==> src/rtl/dbg_bp_pkg.sv <==
package dbg_bp_pkg;
  typedef enum logic [1:0] {
    BP_EXEC = 2'b00,
    BP_DWR  = 2'b01,
    BP_IO   = 2'b10,
    BP_DRW  = 2'b11
  } bp_type_e;

  typedef enum logic [1:0] {
    ACC_RD   = 2'b00,
    ACC_WR   = 2'b01,
    ACC_IO   = 2'b10,
    ACC_NONE = 2'b11
  } acc_kind_e;

  localparam int TYPE_BASE = 16;
  localparam int LEN_BASE  = 18;
  localparam int GRP_W     = 4;

  // code 2 is the 8-byte length; other codes are code+1 bytes
  function automatic logic [3:0] len_bytes(input logic [1:0] code);
    return (code == 2'd2) ? 4'd8 : ({2'b00, code} + 4'd1);
  endfunction
endpackage

==> src/rtl/dbg_bp_slot.sv <==
module dbg_bp_slot
  import dbg_bp_pkg::*;
#(
  parameter int AW = 32,
  parameter int SW = 4
) (
  input  logic [AW-1:0] base_i,
  input  logic [1:0]    en_i,
  input  logic [1:0]    type_i,
  input  logic [1:0]    len_i,
  input  logic          fetch_valid_i,
  input  logic [AW-1:0] fetch_addr_i,
  input  logic          acc_valid_i,
  input  logic [AW-1:0] acc_addr_i,
  input  logic [SW-1:0] acc_size_i,
  input  logic [1:0]    acc_kind_i,
  output logic          hit_o,
  output logic          en_o,
  output logic          io_hit_o
);
  bp_type_e  ty;
  acc_kind_e kind;
  logic [AW:0] slot_lo, slot_hi, acc_lo, acc_hi;
  logic overlap;

  assign ty   = bp_type_e'(type_i);
  assign kind = acc_kind_e'(acc_kind_i);
  assign en_o = |en_i;

  // one extra bit keeps ranges at the top of the space from wrapping
  assign slot_lo = {1'b0, base_i};
  assign slot_hi = slot_lo + (AW+1)'(len_bytes(len_i)) - (AW+1)'(1);
  assign acc_lo  = {1'b0, acc_addr_i};
  assign acc_hi  = acc_lo + (AW+1)'(acc_size_i) - (AW+1)'(1);
  assign overlap = acc_valid_i && (acc_size_i != '0)
                   && (acc_lo <= slot_hi) && (slot_lo <= acc_hi);

  always_comb begin
    hit_o    = 1'b0;
    io_hit_o = 1'b0;
    unique case (ty)
      BP_EXEC: hit_o = fetch_valid_i && (fetch_addr_i == base_i);
      BP_DWR:  hit_o = overlap && (kind == ACC_WR);
      BP_DRW:  hit_o = overlap && ((kind == ACC_WR) || (kind == ACC_RD));
      BP_IO: begin
        io_hit_o = overlap && (kind == ACC_IO) && en_o;
        hit_o    = io_hit_o;
      end
      default: hit_o = 1'b0;
    endcase
  end
endmodule

==> src/rtl/dbg_bp_status.sv <==
module dbg_bp_status #(
  parameter int STAT_W = 32,
  parameter int NSLOT  = 4
) (
  input  logic                    clk_i,
  input  logic                    rst_ni,
  input  logic                    upd_i,
  input  logic [STAT_W-1:NSLOT]   keep_i,
  input  logic [NSLOT-1:0]        hit_i,
  output logic [STAT_W-1:0]       status_o
);
  always_ff @(posedge clk_i or negedge rst_ni) begin
    if (!rst_ni)    status_o <= '0;
    else if (upd_i) status_o <= {keep_i, hit_i};
  end
endmodule

==> src/rtl/dbg_bp_match.sv <==
module dbg_bp_match
  import dbg_bp_pkg::*;
#(
  parameter int AW     = 32,
  parameter int NSLOT  = 4,
  parameter int SIZE_W = 4,
  parameter int STAT_W = 32
) (
  input  logic                  clk_i,
  input  logic                  rst_ni,
  input  logic [NSLOT*AW-1:0]   slot_addr_i,
  input  logic [TYPE_BASE+GRP_W*NSLOT-1:0] ctrl_i,
  input  logic [STAT_W-1:0]     status_i,
  input  logic                  force_i,
  input  logic                  fetch_valid_i,
  input  logic [AW-1:0]         fetch_addr_i,
  input  logic [AW-1:0]         next_ip_i,
  input  logic                  acc_valid_i,
  input  logic [AW-1:0]         acc_addr_i,
  input  logic [SIZE_W-1:0]     acc_size_i,
  input  logic [1:0]            acc_kind_i,
  output logic [NSLOT-1:0]      hit_o,
  output logic                  trap_o,
  output logic [AW-1:0]         resume_ip_o,
  output logic [STAT_W-1:0]     status_o
);
  localparam int EN_W = 2 * NSLOT;

  logic [NSLOT-1:0] en, io_hit;
  logic unused_bits;

  assign unused_bits = ^{ctrl_i[TYPE_BASE-1:EN_W], status_i[NSLOT-1:0]};

  for (genvar i = 0; i < NSLOT; i++) begin : g_slot
    dbg_bp_slot #(.AW(AW), .SW(SIZE_W)) u_slot (
      .base_i       (slot_addr_i[AW*i +: AW]),
      .en_i         (ctrl_i[2*i +: 2]),
      .type_i       (ctrl_i[TYPE_BASE + GRP_W*i +: 2]),
      .len_i        (ctrl_i[LEN_BASE + GRP_W*i +: 2]),
      .fetch_valid_i(fetch_valid_i),
      .fetch_addr_i (fetch_addr_i),
      .acc_valid_i  (acc_valid_i),
      .acc_addr_i   (acc_addr_i),
      .acc_size_i   (acc_size_i),
      .acc_kind_i   (acc_kind_i),
      .hit_o        (hit_o[i]),
      .en_o         (en[i]),
      .io_hit_o     (io_hit[i])
    );
  end

  assign trap_o      = |(hit_o & en);
  assign resume_ip_o = (|io_hit) ? next_ip_i : fetch_addr_i;

  dbg_bp_status #(.STAT_W(STAT_W), .NSLOT(NSLOT)) u_status (
    .clk_i   (clk_i),
    .rst_ni  (rst_ni),
    .upd_i   (trap_o || force_i),
    .keep_i  (status_i[STAT_W-1:NSLOT]),
    .hit_i   (hit_o),
    .status_o(status_o)
  );
endmodule

==> config.mk <==
export PLATFORM = sky130hd
export DESIGN_NAME = dbg_bp_match
export DESIGN_NICKNAME = d
export VERILOG_FILES = /design/src/rtl/dbg_bp_pkg.sv /design/src/rtl/dbg_bp_slot.sv /design/src/rtl/dbg_bp_status.sv /design/src/rtl/dbg_bp_match.sv
export SDC_FILE = /design/constraint.sdc
export NUM_CORES = 1
export LEC_CHECK = 0
export CORE_ASPECT_RATIO = 0.75
export CORE_MARGIN = 3
export CORE_UTILIZATION = 34
export CTS_BUF_LIST = sky130_fd_sc_hd__clkbuf_8
export CTS_CLUSTER_SIZE = 14
export DETAILED_ROUTE_END_ITERATION = 8
export DONT_BUFFER_PORTS = 1
export PLACE_DENSITY = 0.53
export SYNTH_ARGS = -nofsm -noshare
export SYNTH_HDL_FRONTEND = slang
export SYNTH_SLANG_ARGS = --single-unit
==> constraint.sdc <==
create_clock -name clk_i -period 11.37 [get_ports clk_i]
set_input_delay 2.274 -clock clk_i [delete_from_list [all_inputs] [get_ports clk_i]]
set_output_delay 2.274 -clock clk_i [all_outputs]
set_load 0.005 [all_outputs]
==> run_results.csv <==
group,metric,value,unit
run_status,outcome,"finished clean",
synthesis,synth_adder_area_share,0.314,
global_routing,grt_max_degree,33,
sta,holdWs,537,ps
place,hpwlAfterDp,64400,microns
final_layout,top_regs,"u_status.status_o: 32 flops",
place,dpl_worst_slack,227,ps
synthesis,synth_compound_area_frac,0.230,
sta,tightest_slew,1050,ps
global_routing,grt_pass1_wl,102000,microns
place,gp_congestion,0.978,
setup_path,crit_slowest_cell,"a2111oi_0",
final_layout,fin_nets,2983,
final_layout,largest_reg_flops,32,
clock_network,numCtsBuffers,5,
final_layout,n_antenna_cell,0,
setup_path,path_max_fanout,16,
clock_network,tritoncts,"built",
routing,drtAntennaViolNets,0,
die,dieWidth,268,microns
synthesis,synth.net_count,2989,
die,die_height,202,microns
die,die-area,54300,sq um
setup_path,worstSetupPathType,"input pin to output pin",
global_routing,grt_pass1_vias,16500,
sta,slew_violations,0,
die,core_area,50500,sq um
sta,relSlewSlack,0.290,
synthesis,synth_edf_count,0,
sta,rsz0062_at_grt,"no",
synthesis,yosys_warnings,0,
clock_network,clk_latency,270,ps
clock_network,cts.reportedPaths.clkPinSlew,70,ps
job,cap_violations,0,
synthesis,syn-cell-area,17500,sq um
sta,layout_min_cycle_time,11050,ps
synthesis,yosys.area.top_type,"ha_1",
global_routing,antenna_found_initial,1,
routing,dr.pass1.iters,5,
synthesis,synthCells,2254,
place,placed_cells,2894,
clock_network,root_buffer,"clkbuf_8",
setup_path,end_kind,"output pin",
setup_path,slowest_delay,640,ps
sta,hold_viol_final,0,
pwr,ir_worst_vdd,0.0000507,V
global_routing,grt.total_usage,0.253,
clock_network,holdBufCountCts,0,
synthesis,synthXorXnorAreaFrac,0.135,
hold_path,hold_class,"register to register",
clock_network,cts_sinks,32,
final_layout,regMostFlops,"u_status.status_o",
final_layout,drive_gt1_frac,0.0654,
synthesis,synth.area.mux_share,0.0485,
final_layout,fillers,5241,
die,num_rows,71,
pwr,power_density,80.6,nW/um^2
synthesis,synthSimpleGateAreaFrac,0.160,
sta,setup_viol,0,
synthesis,synthArstFlopShare,1.00,
sta,fin_setup_tns,0,ps
routing,vias,17100,
synthesis,synth_top_area_frac,0.308,
place,port_buffers,0,
final_layout,area_growth,5.76,%
setup_path,worstPathArrival,8780,ps
routing,drc_errors,0,
synthesis,seq_area_frac_synth,0.0458,
die,io_pins,368,
final_layout,fin_area,18500,sq um
sta,clock_skew,0,ps
synthesis,synth_top_family_by_area,"adder cells",
synthesis,synthFlopType,"dfrtp_1",
global_routing,grt_overflow,0,
routing,drt_iter0_drc,1343,
sta,setup_ws,316,ps
clock_network,cts_max_level,2,
synthesis,synthTopCellsByArea,"ha_1 31%, xnor2_1 7.7%, a21oi_1 5.9%, xor2_1 5.8%, inv_1 5.5%",
die,start_util,0.346,
setup_path,worstSetupStartpointType,"input pin",
synthesis,ys_ff_latch,32,
setup_path,cp.required,9100,ps
routing,wl_per_cell,24.7,microns
synthesis,syn_area_per_cell,7.76,sq um
sta,post-route-period-util,0.972,
clock_network,clock_path_buffers,2,
sta,max_freq,0.0905,GHz
synthesis,ys_types,88,
routing,wl,71800,microns
final_layout,fin_cells,2906,
routing,detail_route.vias_per_cell,5.88,
pwr,cellLeakagePower,9.05,nW
place,place_area,18300,sq um
==> cell type report <==
| cell class | count | area, sq um | share of cell area |
|---|---|---|---|
| multi-input combinational | 1921 | 15600 | 0.841 |
| inverter | 258 | 968 | 0.0523 |
| tap | 657 | 822 | 0.0444 |
| sequential | 32 | 801 | 0.0433 |
| timing repair buffer | 30 | 241 | 0.0130 |
| clock buffer | 5 | 68.8 | 0.00372 |
| clock inverter | 3 | 42.5 | 0.00230 |
==> cell usage after synthesis, types with 18 or more instances <==
cell        n
a21oi_1   208
dfrtp_1    32
o21a_1     18
nand2b_1   36
nand3_1    53
mux2_4     31
xor2_1    115
nor2_1     97
nor3_1     30
clkbuf_1   32
xnor2_1   154
o21ai_0    99
nor4_1     24
a21o_1     94
nand4_1    82
mux2_2     34
inv_1     258
o21bai_1   34
a211oi_1   24
nor2b_1    19
ha_1      431
nand2_1   112
==> worst max-delay path: cells and delay by family <==
kind	cells	cell delay, ps
AND/OR/NAND/NOR	5	660
buffers and inverters	3	350
multiplexers	2	700
AO/OA/AOI/OAI	14	3410
adder cells (fa/ha/maj)	4	1250
XOR/XNOR	1	100
==> kinds of logic after synthesis <==
kind of cell             count (synthesis)
AO/OA/AOI/OAI                          618
XOR/XNOR                               269
adder cells (fa/ha/maj)                436
buffers and inverters                  301
flip-flops                              32
multiplexers                            65
AND/OR/NAND/NOR                        533
==> cells in the final DEF, fill, tap and decap left out, types with 7 or more instances in the layout <==
| master | Yosys | layout |
|---|---|---|
| nor4_1 | 24 | 23 |
| mux2_4 | 31 | 31 |
| o31ai_1 | 11 | 11 |
| mux2_2 | 34 | 34 |
| nand3_1 | 53 | 53 |
| a221oi_1 | 7 | 7 |
| inv_1 | 258 | 258 |
| nor3_1 | 30 | 29 |
| and3_1 | 15 | 15 |
| o21bai_1 | 34 | 34 |
| nand2_1 | 112 | 112 |
| or3_1 | 12 | 12 |
| ha_1 | 431 | 431 |
| dfrtp_1 | 32 | 32 |
| nand2b_1 | 36 | 36 |
| a21oi_1 | 208 | 207 |
| a21o_1 | 94 | 94 |
| o211ai_1 | 15 | 15 |
| a31oi_1 | 14 | 13 |
| xnor2_1 | 154 | 154 |
| or2_2 | 14 | 14 |
| nor2_1 | 97 | 97 |
| buf_4 | 4 | 28 |
| a211o_1 | 10 | 10 |
| o21a_1 | 18 | 18 |
| o21ai_0 | 99 | 99 |
| nor2b_1 | 19 | 19 |
| and2_1 | 9 | 9 |
| nand4_1 | 82 | 82 |
| o22ai_1 | 8 | 8 |
| xor2_1 | 115 | 114 |
| a211oi_1 | 24 | 24 |
==> power by group <==
group | switching (mW) | internal, mW | total [mW] | leakage [nW]
logic | 0.689 | 0.550 | 1.24 | 8.62
registers | 0.0151 | 0.132 | 0.147 | 0.382
clock network | 0.0415 | 0.0648 | 0.106 | 0.0541
total | 0.745 | 0.747 | 1.49 | 9.05
==> worst paths after layout <==
kind	start	to	slack, ps	cells after the start
worst max-delay path	ctrl_i[23]	resume_ip_o[4]	320	29
worst min-delay path	u_status.status_o[22]	u_status.status_o[22]	540	1
worst max register to register	u_status.status_o[18]	u_status.status_o[18]	10580	1
worst min register to register	u_status.status_o[22]	u_status.status_o[22]	540	1
max in group asynchronous	rst_ni	u_status.status_o[20]	9600	0
min in group asynchronous	rst_ni	u_status.status_o[7]	1680	0
==> per-layer routing <==
metal | GRT usage | share of wire
met1 | 0.350 | 0.45
met2 | 0.400 | 0.43
met3 | 0.0366 | 0.080
met4 | 0.0880 | 0.042
met5 | 0 | 0.00015
==> timing repair <==
item | CTS | global route
endpoints found under the setup margin | 0 | 32
buffers inserted | 0 | 3
gates resized for setup | 0 | 9
==> metrics by stage <==
| stage | utilization | power, mW |
|---|---|---|
| after global routing | 0.366 | 1.66 |
| after global placement | 0.363 | 1.33 |
| final | 0.366 | 1.49 |
| after floorplan | - | 1.07 |
| after detailed placement | 0.363 | 1.36 |
| after CTS | 0.365 | 1.48 |
(Power assumes the default switching activity.)
